<file path="src/rtl/tlb_pkg.sv">
package tlb_pkg;
  localparam int TLB_ENTRIES = 16;
  localparam int TLB_VA_W    = 16;
  localparam int TLB_OFF_W   = 10;
  localparam int TLB_PID_W   = 4;
  localparam int TLB_PFN_W   = 6;

  // Strobes from control to datapath
  typedef struct packed {
    logic flush;      // empty every slot
    logic install;    // write refill fields into the chosen slot
    logic useVictim;  // the chosen slot came from the round-robin pointer
  } tlbStrobes_t;

  typedef enum logic [2:0] {
    RES_NONE   = 3'd0,
    RES_HIT    = 3'd1,
    RES_MISS   = 3'd2,
    RES_BOUND  = 3'd3,
    RES_PFAULT = 3'd4,
    RES_PROT   = 3'd5
  } tlbResult_e;
endpackage

</file>
<file path="src/rtl/tlb_datapath.sv">
module tlb_datapath
  import tlb_pkg::*;
#(
  parameter int ENTRIES = TLB_ENTRIES,
  parameter int VA_W    = TLB_VA_W,
  parameter int OFF_W   = TLB_OFF_W,
  parameter int PID_W   = TLB_PID_W,
  parameter int PFN_W   = TLB_PFN_W,
  localparam int VPN_W  = VA_W - OFF_W,
  localparam int IDX_W  = (ENTRIES > 1) ? $clog2(ENTRIES) : 1
) (
  input  logic               clk,
  input  logic               rstN,
  input  tlbStrobes_t        strobes,
  input  logic [IDX_W-1:0]   wrIdx,
  input  logic [VPN_W-1:0]   refillVpn,
  input  logic [PID_W-1:0]   refillPid,
  input  logic [PFN_W-1:0]   refillPfn,
  input  logic               refillWritable,
  input  logic               refillPresent,
  input  logic [VPN_W-1:0]   lookupVpn,
  input  logic [PID_W-1:0]   lookupPid,
  output logic [ENTRIES-1:0] hitVec,
  output logic [ENTRIES-1:0] refMatchVec,
  output logic [ENTRIES-1:0] usedVec,
  output logic [PFN_W-1:0]   hitPfn,
  output logic               hitWritable,
  output logic               hitPresent
);
  logic [VPN_W-1:0] entVpn  [ENTRIES];
  logic [PID_W-1:0] entPid  [ENTRIES];
  logic [PFN_W-1:0] entPfn  [ENTRIES];
  logic             entWr   [ENTRIES];
  logic             entPres [ENTRIES];
  logic             entUsed [ENTRIES];

  for (genvar g = 0; g < ENTRIES; g++) begin : gSlot
    always_ff @(posedge clk or negedge rstN) begin
      if (!rstN) begin
        entUsed[g] <= 1'b0;
        entVpn[g]  <= '0;
        entPid[g]  <= '0;
        entPfn[g]  <= '0;
        entWr[g]   <= 1'b0;
        entPres[g] <= 1'b0;
      end else if (strobes.flush) begin
        entUsed[g] <= 1'b0;
      end else if (strobes.install && (wrIdx == IDX_W'(g))) begin
        entUsed[g] <= 1'b1;
        entVpn[g]  <= refillVpn;
        entPid[g]  <= refillPid;
        entPfn[g]  <= refillPfn;
        entWr[g]   <= refillWritable;
        entPres[g] <= refillPresent;
      end
    end

    // parallel compare, one comparator pair per slot
    assign hitVec[g]      = entUsed[g] && (entVpn[g] == lookupVpn) && (entPid[g] == lookupPid);
    assign refMatchVec[g] = entUsed[g] && (entVpn[g] == refillVpn) && (entPid[g] == refillPid);
    assign usedVec[g]     = entUsed[g];
  end

  // at most one slot matches, so an OR of masked fields selects it
  always_comb begin
    hitPfn      = '0;
    hitWritable = 1'b0;
    hitPresent  = 1'b0;
    for (int i = 0; i < ENTRIES; i++) begin
      hitPfn      = hitPfn | ({PFN_W{hitVec[i]}} & entPfn[i]);
      hitWritable = hitWritable | (hitVec[i] & entWr[i]);
      hitPresent  = hitPresent | (hitVec[i] & entPres[i]);
    end
  end
endmodule

</file>
<file path="src/rtl/tlb_control.sv">
module tlb_control
  import tlb_pkg::*;
#(
  parameter int ENTRIES = TLB_ENTRIES,
  parameter int VA_W    = TLB_VA_W,
  parameter int OFF_W   = TLB_OFF_W,
  parameter int PFN_W   = TLB_PFN_W,
  localparam int VPN_W  = VA_W - OFF_W,
  localparam int PA_W   = PFN_W + OFF_W,
  localparam int IDX_W  = (ENTRIES > 1) ? $clog2(ENTRIES) : 1
) (
  input  logic               clk,
  input  logic               rstN,
  input  logic               flushAll,
  input  logic               refillValid,
  input  logic               lookupValid,
  input  logic               lookupWrite,
  input  logic [VA_W-1:0]    lookupVaddr,
  input  logic [VPN_W:0]     pageLimit,
  input  logic [ENTRIES-1:0] hitVec,
  input  logic [ENTRIES-1:0] refMatchVec,
  input  logic [ENTRIES-1:0] usedVec,
  input  logic [PFN_W-1:0]   hitPfn,
  input  logic               hitWritable,
  input  logic               hitPresent,
  output tlbStrobes_t        strobes,
  output logic [IDX_W-1:0]   wrIdx,
  output logic               respValid,
  output logic [PA_W-1:0]    respPaddr,
  output logic               respHit,
  output logic               respMiss,
  output logic               respBoundErr,
  output logic               respPageFault,
  output logic               respProtErr
);
  function automatic logic [IDX_W-1:0] lowestSet(input logic [ENTRIES-1:0] v);
    logic [IDX_W-1:0] r;
    r = '0;
    for (int i = ENTRIES - 1; i >= 0; i--) begin
      if (v[i]) r = IDX_W'(i);
    end
    return r;
  endfunction

  logic [IDX_W-1:0] rrPtr;
  logic             anyMatch;
  logic             anyFree;

  assign anyMatch = |refMatchVec;
  assign anyFree  = ~&usedVec;

  always_comb begin
    strobes.flush     = flushAll;
    strobes.install   = refillValid && !flushAll;
    strobes.useVictim = refillValid && !flushAll && !anyMatch && !anyFree;
    if (anyMatch)     wrIdx = lowestSet(refMatchVec);
    else if (anyFree) wrIdx = lowestSet(~usedVec);
    else              wrIdx = rrPtr;
  end

  always_ff @(posedge clk or negedge rstN) begin
    if (!rstN) begin
      rrPtr <= '0;
    end else if (strobes.useVictim) begin
      if (rrPtr == IDX_W'(ENTRIES - 1)) rrPtr <= '0;
      else                              rrPtr <= rrPtr + 1'b1;
    end
  end

  // classify the lookup: bound check first, then miss, fault, protection
  tlbResult_e       nextKind;
  logic [VPN_W-1:0] lookupVpn;
  logic             outOfRange;

  assign lookupVpn  = lookupVaddr[VA_W-1:OFF_W];
  assign outOfRange = ({1'b0, lookupVpn} >= pageLimit);

  always_comb begin
    if (!lookupValid)              nextKind = RES_NONE;
    else if (outOfRange)           nextKind = RES_BOUND;
    else if (~|hitVec)             nextKind = RES_MISS;
    else if (!hitPresent)          nextKind = RES_PFAULT;
    else if (lookupWrite && !hitWritable) nextKind = RES_PROT;
    else                           nextKind = RES_HIT;
  end

  tlbResult_e kindQ;
  always_ff @(posedge clk or negedge rstN) begin
    if (!rstN) begin
      kindQ     <= RES_NONE;
      respPaddr <= '0;
    end else begin
      kindQ     <= nextKind;
      respPaddr <= (nextKind == RES_HIT) ? {hitPfn, lookupVaddr[OFF_W-1:0]} : '0;
    end
  end

  assign respValid     = (kindQ != RES_NONE);
  assign respHit       = (kindQ == RES_HIT);
  assign respMiss      = (kindQ == RES_MISS);
  assign respBoundErr  = (kindQ == RES_BOUND);
  assign respPageFault = (kindQ == RES_PFAULT);
  assign respProtErr   = (kindQ == RES_PROT);
endmodule

</file>
<file path="src/rtl/tlb_xlate.sv">
module tlb_xlate
  import tlb_pkg::*;
#(
  parameter int ENTRIES = TLB_ENTRIES,
  parameter int VA_W    = TLB_VA_W,
  parameter int OFF_W   = TLB_OFF_W,
  parameter int PID_W   = TLB_PID_W,
  parameter int PFN_W   = TLB_PFN_W,
  localparam int VPN_W  = VA_W - OFF_W,
  localparam int PA_W   = PFN_W + OFF_W,
  localparam int IDX_W  = (ENTRIES > 1) ? $clog2(ENTRIES) : 1
) (
  input  logic             clk,
  input  logic             rstN,
  input  logic             lookupValid,
  input  logic [VA_W-1:0]  lookupVaddr,
  input  logic             lookupWrite,
  input  logic [PID_W-1:0] curPid,
  input  logic [VPN_W:0]   pageLimit,
  input  logic             flushAll,
  input  logic             refillValid,
  input  logic [VPN_W-1:0] refillVpn,
  input  logic [PID_W-1:0] refillPid,
  input  logic [PFN_W-1:0] refillPfn,
  input  logic             refillWritable,
  input  logic             refillPresent,
  output logic             respValid,
  output logic [PA_W-1:0]  respPaddr,
  output logic             respHit,
  output logic             respMiss,
  output logic             respBoundErr,
  output logic             respPageFault,
  output logic             respProtErr
);
  tlbStrobes_t        strobes;
  logic [IDX_W-1:0]   wrIdx;
  logic [ENTRIES-1:0] hitVec;
  logic [ENTRIES-1:0] refMatchVec;
  logic [ENTRIES-1:0] usedVec;
  logic [PFN_W-1:0]   hitPfn;
  logic               hitWritable;
  logic               hitPresent;

  tlb_datapath #(
    .ENTRIES(ENTRIES), .VA_W(VA_W), .OFF_W(OFF_W), .PID_W(PID_W), .PFN_W(PFN_W)
  ) uDp (
    .clk(clk), .rstN(rstN), .strobes(strobes), .wrIdx(wrIdx),
    .refillVpn(refillVpn), .refillPid(refillPid), .refillPfn(refillPfn),
    .refillWritable(refillWritable), .refillPresent(refillPresent),
    .lookupVpn(lookupVaddr[VA_W-1:OFF_W]), .lookupPid(curPid),
    .hitVec(hitVec), .refMatchVec(refMatchVec), .usedVec(usedVec),
    .hitPfn(hitPfn), .hitWritable(hitWritable), .hitPresent(hitPresent)
  );

  tlb_control #(
    .ENTRIES(ENTRIES), .VA_W(VA_W), .OFF_W(OFF_W), .PFN_W(PFN_W)
  ) uCtl (
    .clk(clk), .rstN(rstN), .flushAll(flushAll), .refillValid(refillValid),
    .lookupValid(lookupValid), .lookupWrite(lookupWrite), .lookupVaddr(lookupVaddr),
    .pageLimit(pageLimit), .hitVec(hitVec), .refMatchVec(refMatchVec),
    .usedVec(usedVec), .hitPfn(hitPfn), .hitWritable(hitWritable),
    .hitPresent(hitPresent), .strobes(strobes), .wrIdx(wrIdx),
    .respValid(respValid), .respPaddr(respPaddr), .respHit(respHit),
    .respMiss(respMiss), .respBoundErr(respBoundErr),
    .respPageFault(respPageFault), .respProtErr(respProtErr)
  );
endmodule

</file>
<file path="config.mk">
export PLATFORM = sky130hd
export DESIGN_NAME = tlb_xlate
export DESIGN_NICKNAME = d
export VERILOG_FILES = /design/src/rtl/tlb_pkg.sv /design/src/rtl/tlb_datapath.sv /design/src/rtl/tlb_control.sv /design/src/rtl/tlb_xlate.sv
export SDC_FILE = /design/constraint.sdc
export NUM_CORES = 1
export LEC_CHECK = 0
export ABC_AREA = 1
export BUFFER_PORTS_ARGS = -buffer_cell sky130_fd_sc_hd__buf_2
export CAP_MARGIN = 20
export CORE_MARGIN = 4
export CORE_UTILIZATION = 55
export CTS_BUF_LIST = sky130_fd_sc_hd__clkbuf_4 sky130_fd_sc_hd__clkbuf_8 sky130_fd_sc_hd__clkbuf_16
export CTS_CLUSTER_DIAMETER = 150
export DETAILED_ROUTE_END_ITERATION = 7
export HOLD_SLACK_MARGIN = 0.03
export PLACE_DENSITY_LB_ADDON = 0.2
export SETUP_SLACK_MARGIN = 0.05
export SLEW_MARGIN = 40
export SYNTH_ARGS = -nofsm -noshare
export SYNTH_HDL_FRONTEND = slang
export SYNTH_SLANG_ARGS = --single-unit
</file>
<file path="constraint.sdc">
create_clock -name clk -period 6 [get_ports clk]
set_input_delay 0.3 -clock clk [delete_from_list [all_inputs] [get_ports clk]]
set_output_delay 0.3 -clock clk [all_outputs]
set_load 0.02 [all_outputs]
</file>
After elaboration in Yosys (flattened, before gate mapping)
Cells that the tools add are included.
{ "classes": {"muxes": 73, "div_mod_pow": 0, "n_reduce_logical": 124, "multipliers": 0, "n_eq_ne": 86, "addsub": 1, "n_bitwise": 95, "n_lt_le_gt_ge": 1, "n_shift": 0} }
{ "ops": {"columns": ["operator", "n"], "rows": [
  ["6-bit equality test", 32],
  ["4-bit two-way mux", 35],
  ["4-bit equality test", 32],
  ["6-bit AND", 16],
  ["6-bit OR", 15],
  ["1-bit logical AND", 84],
  ["4-bit equality test (second input constant)", 9],
  ["1-bit AND", 32],
  ["1-bit two-way mux", 32],
  ["2-bit AND reduction", 16],
  ["2-bit nonzero test", 16],
  ["16-bit OR reduction", 2],
  ["1-bit OR", 30],
  ["4-bit by 3-bit equality test with 1-bit output (second input constant)", 4],
  ["16-bit two-way mux", 1],
  ["16-bit inverter", 1],
  ["16-bit AND reduction", 1],
  ["3-bit two-way mux", 5],
  ["4-bit by 2-bit equality test with 1-bit output (second input constant)", 2],
  ["6-bit by 7-bit greater-or-equal comparator with 1-bit output", 1],
  ["3-bit by 1-bit equality test with 1-bit output (second input constant)", 2],
  ["3-bit by 2-bit equality test with 1-bit output (second input constant)", 2],
  ["3-bit equality test (second input constant)", 2],
  ["4-bit by 1-bit adder with 4-bit output (second input constant)", 1],
  ["other kinds (5)", 7]
]} }
{ "word_totals": {"ff_bits": 327, "wordCells": 479, "latchBits": 0, "output_inout_bits": 22, "mem_bits_ro": 0, "mem_count": 0, "ramBits": 0, "input_bits": 51} }

Logic depth before layout (Yosys ltp)
{ "depth": {"ltp_word": 28, "ltp_mapped": 30, "mapped_depth_nobuf": 27} }

Modules after synthesis
A second synthesis with hierarchy kept.
{ "hier_totals": {"cells_unflattened": 2840, "area_unflattened_um2": 19716.4} }
{ "modules_own_cells": {"columns": ["mod", "area_each_um2", "seq_area_each_um2", "instances", "cells_per_inst"], "rows": [
  ["tlb_datapath", 18108.6, 7607.3, 1, 2612],
  ["tlb_control", 1607.8, 575.6, 1, 228]
]} }

Worst setup path before layout
Ideal clock, no wire load.
{ "synth_path": {"path_type": "input -> register", "start": "input refillPid[3]", "end": "register uDp.entPid[18] (netlist bit)", "n_path_buf": 4, "t_arrival_ps": 2439, "setup_time_ps": 117, "path_stages": 19, "path_slack_ps": 3444, "required_ps": 5883, "path_cell_list": "buf_4 > inv_2 > buf_4 > o22ai_1 > a221oi_1 > nand4_1 > nand2_1 > nor2_1 > nand2_1 > nor2_2 > nand2_1 > o21ai_2 > inv_2 > nand2_8 > buf_6 > nand3_4 > buf_4 > nand2_1 > nand2_1"} }
{ "synth_via": {"elab_chain_len": 22, "word_cells_on_any_way": 53, "classes_between": "eq/ne: 17; mux: 17; reduce/logical: 19"} }
{ "synth_lines": {"columns": ["element", "line_no", "rtl"], "rows": [
  ["from (decl)", "tlb_xlate.sv:23", "input logic [PID_W-1:0] refillPid,"],
  ["4-bit equality test", "tlb_datapath.sv:60", "assign refMatchVec[g] = entUsed[g] && (entVpn[g] == refillVpn) && (entPid[g] == refillPid);"],
  ["1-bit logical AND", "tlb_datapath.sv:60", null],
  ["4-bit two-way mux (16 in series)", "tlb_control.sv:40", "if (v[i]) r = IDX_W'(i);"],
  ["4-bit two-way mux *", "tlb_control.sv:56", "if (anyMatch) wrIdx = lowestSet(refMatchVec);"],
  ["4-bit equality test *", "tlb_datapath.sv:48", "end else if (strobes.install && (wrIdx == IDX_W'(g))) begin"],
  ["1-bit logical AND *", "tlb_datapath.sv:48", null],
  ["2-bit AND reduction (no line) *", null, null],
  ["to (signal, indexed assignment)", "tlb_datapath.sv:51", "entPid[g] <= refillPid;"],
  ["to (decl)", "tlb_datapath.sv:31", "logic [PID_W-1:0] entPid [ENTRIES];"]
]} }
Mark *: on every way between the ends. The rest lies on a longest branch, timed or not.
A chain may end at the register's enable or synchronous reset.

Worst setup path in the final report
{ "layout_path": {"start": "input refillPid[1]", "end": "register uDp.entVpn[5] (netlist bit)"} }
{ "layout_via": {"elab_chain_len": 22, "word_cells_on_any_way": 53, "classes_between": "eq/ne: 17; mux: 17; reduce/logical: 19"} }
{ "layout_lines": {"columns": ["element", "line_no", "rtl"], "rows": [
  ["4-bit equality test", "tlb_datapath.sv:60", null],
  ["1-bit logical AND", "tlb_datapath.sv:60", null],
  ["4-bit two-way mux (16 in series)", "tlb_control.sv:40", null],
  ["4-bit two-way mux *", "tlb_control.sv:56", null],
  ["4-bit equality test *", "tlb_datapath.sv:48", null],
  ["1-bit logical AND *", "tlb_datapath.sv:48", null],
  ["2-bit AND reduction (no line) *", null, null],
  ["to (signal, indexed assignment)", "tlb_datapath.sv:50", "entVpn[g] <= refillVpn;"],
  ["to (decl)", "tlb_datapath.sv:30", "logic [VPN_W-1:0] entVpn [ENTRIES];"]
]} }
Marks and branches as above.

==> reports/qor.yml <==
dp_hpwl_mm: 47.0
r2r_slack_ns: 2.15
required_ns: 6.44
synthFlopType: "dfrtp_1"
r2r.worst_path.cells: 15
cts_setup_buffers: 0
max-slew-margin-rel_pct: 40.4
gp_congestion: 0.979
die_h_um: 197
start_util_pct: 56.3
wl_mm: 75.9
synth_top_area_share_pct: 41.8
cts_root_buf: "clkbuf_16"
cts_htree_levels: 2
grt_max_degree: 106
row_count: 68
antenna_found_initial: 1
stdcell_count: 3029
drtAntennaViolNets: 0
cp_cell_sequence: "buf_2 > inv_2 > or2_2 > nand4_1 > nor4_1 > nand2_1 > nand2_1 > nor2_1 > nand2_1 > nor2_2 > nand2_1 > o21ai_2 > inv_2 > nand2_8 > nand3_2 > nand2_1 > nand2_1"
globalRouteOverflowTotal: 0
insertion_delay_ns: 0.57
ys_seq_area_share_pct: 41.8
power_frac_clock_pct: 42.3
coreArea_sq_um: 34800
endpoint_kind: "flop"
setup_viol: 0
clockBufferDepth: 3
synthArstFlopShare_pct: 100
leakage_nw: 10.6
synth.largest_area_cell: "dfrtp_1"
synthDistinctLibCells: 57
maxCapViolations: 0
numCtsBuffers: 38
dieArea_sq_um: 38700
finClkSkew_ns: 0.0155
sw_frac_of_total_pct: 30.3
ys_warn_count: 0
hold_class: "input pin to flop"
yosys.cell_count.top_type: "nand2_1"
reg2reg_to: "uDp.entVpn[5]$_DFFE_PN0P_"
die_w_um: 197
slowest_delay_ns: 0.59
period_share_pct: 66.9
power_frac_comb_pct: 14.6
drc: 0
synth_area_sq_um: 19600
via_per_inst: 6.66
min_period_ns: 4.01
grt_pass1_wl_mm: 116
clock-sinks: 327
critPathLaunch: "refillPid[1]"
ir_worst_vdd_v: 0.000236
port-buffer-count: 72
crit_slowest_cell: "buf_2"
syn_area_per_cell_sq_um: 7.63
drive_gt1_share_pct: 9.60
power_density_nw_per_um2: 268
slew_violations: 0
synthTopCellsByCount: "nand2_1, dfrtp_1, nand4_1"
firstDrtPassIters: 7
wl_per_cell_um: 25.1
grt_use_total_pct: 38.4
cpMostUsedCell: "nand2_1"
clk_pin_slew_ns: 0.06
vias: 20200
ios: 73
synth_edf_count: 0
place_inst: 2949
drtIter0Drc: 2728
r2r-start: "uDp.usedVec[1]$_DFFE_PN0P_"
hold_viol_final: 0
outcome: "completed"
rsz0062_at_grt: "false"
syn2layout_area_growth_pct: 9.50
syn_inst: 2568
start_kind: "input pin"
syn_nets: 2626
netSwitchingPower_mw: 1.74
tns_ns: 0
worst-path-max-fanout: 82
internal_power_mw: 4.01
arrival_ns: 4.46
nets: 2604
ys_seq_elements: 327
crit_path_end: "uDp.entVpn[5]$_DFFE_PN0P_"
worst_pin_slew_ns: 0.893
seqPwrFrac_pct: 43.2
cts_resized: 0
cts_tree: "yes"
first_global_vias: 19400
crit_type: "input pin to flop"
holdBufCountCts: 12
ys_top_cells_by_area: "dfrtp_1, nand2_1, nand4_1"
maxClockFrequency_ghz: 0.249
==> per-stage QoR <==
step | total power, mW | hold slack (ns) | cell area (sq um) | worst slack [ns] | util (%)
finish | 5.74 | 0.190 | 21400 | 1.99 | 61.6
global route | 5.92 | 0.176 | 21400 | 1.68 | 61.6
CTS | 5.73 | 0.163 | 21400 | 2.15 | 61.6
detailed placement | 3.31 | 0.244 | 20000 | 1.59 | 57.5
global placement | 3.29 | 0.439 | 20000 | 1.67 | 57.4
floorplan | 3.01 | 0.00441 | 19600 | 3.44 | -
==> worst max-delay path: cells and delay by family <==
kind | cells | cell delay, ns
buf+inv | 3 | 1.24
simple gates | 13 | 2.57
compound gates | 1 | 0.23
==> per-layer routing <==
metal | track usage [%] | part of all wire [%]
met1 | 49.8 | 37
met2 | 58.4 | 44
met3 | 10.3 | 12
met4 | 22.3 | 6.6
met5 | 0 | 0
==> layout by cell type (no fill, tap or decap), drive strengths merged, types with 8 or more instances in the layout <==
cell type    instances
dfrtp              327
a2111oi              8
o2111ai             23
o22ai               52
nand4              329
clkbuf              52
nor3b               13
clkinv              14
a221oi              11
nand3               91
a211oi               9
o21ai               95
nand2              855
xnor2               28
inv                191
xor2                85
dlygate4sd3         12
nor3                46
or2                  9
nor4                33
nor2                91
buf                124
o211ai               9
a21oi               22
==> power by group through the flow <==
| stage | Combinational [mW] | Sequential [mW] | Clock, mW |
|---|---|---|---|
| CTS | 0.814 | 2.47 | 2.44 |
| global route | 0.901 | 2.49 | 2.53 |
| global placement | 0.778 | 2.51 | 0 |
| finish | 0.836 | 2.48 | 2.43 |
| detailed placement | 0.805 | 2.51 | 0 |
| floorplan | 0.547 | 2.46 | 0 |
==> worst min path at each step <==
stage | from | end | slack [ns] | cells past startpoint
final | refillVpn[4] | uDp.entVpn[70]$_DFFE_PN0P_ | 0.19 | 3
after floorplan | rstN | uCtl.kindQ[0]$_DFF_PN0_ | 0.004 | 0
after CTS | refillVpn[4] | uDp.entVpn[16]$_DFFE_PN0P_ | 0.16 | 3
after global placement | rstN | uDp.entVpn[94]$_DFFE_PN0P_ | 0.44 | 1
after global routing | refillVpn[4] | uDp.entVpn[16]$_DFFE_PN0P_ | 0.18 | 3
after detailed placement | rstN | uDp.entVpn[94]$_DFFE_PN0P_ | 0.24 | 1
==> cells by family after synthesis <==
logic type      count (synthesis)  share of synthesized area, %
flops                         327                          41.8
xor+xnor                      113                          5.05
compound gates                252                          8.50
fa+ha+maj                       7                         0.447
simple gates                 1477                          35.4
buf+inv                       392                          8.77
==> area by class of cell <==
class	instances	area [sq um]
Timing Repair Buffer	136	928
Clock buffer	52	1120
Tap cell	455	569
Inverter	194	728
Antenna cell	1	2.50
Fill cell	3156	13400
Sequential cell	327	8180
Multi-Input combinational cell	1849	9740
Clock inverter	15	175
==> flip-flops by register name, summed over array words and instances, names as in the netlist <==
name / flops
uDp.usedVec: 16
uDp.entPres: 16
uCtl.rrPtr: 4
uDp.entWr: 16
uDp.entVpn: 96
uCtl.kindQ: 3
uDp.entPfn: 96
uCtl.respPaddr: 16
uDp.entPid: 64
Note: power is estimated with default switching activity, not from simulation.
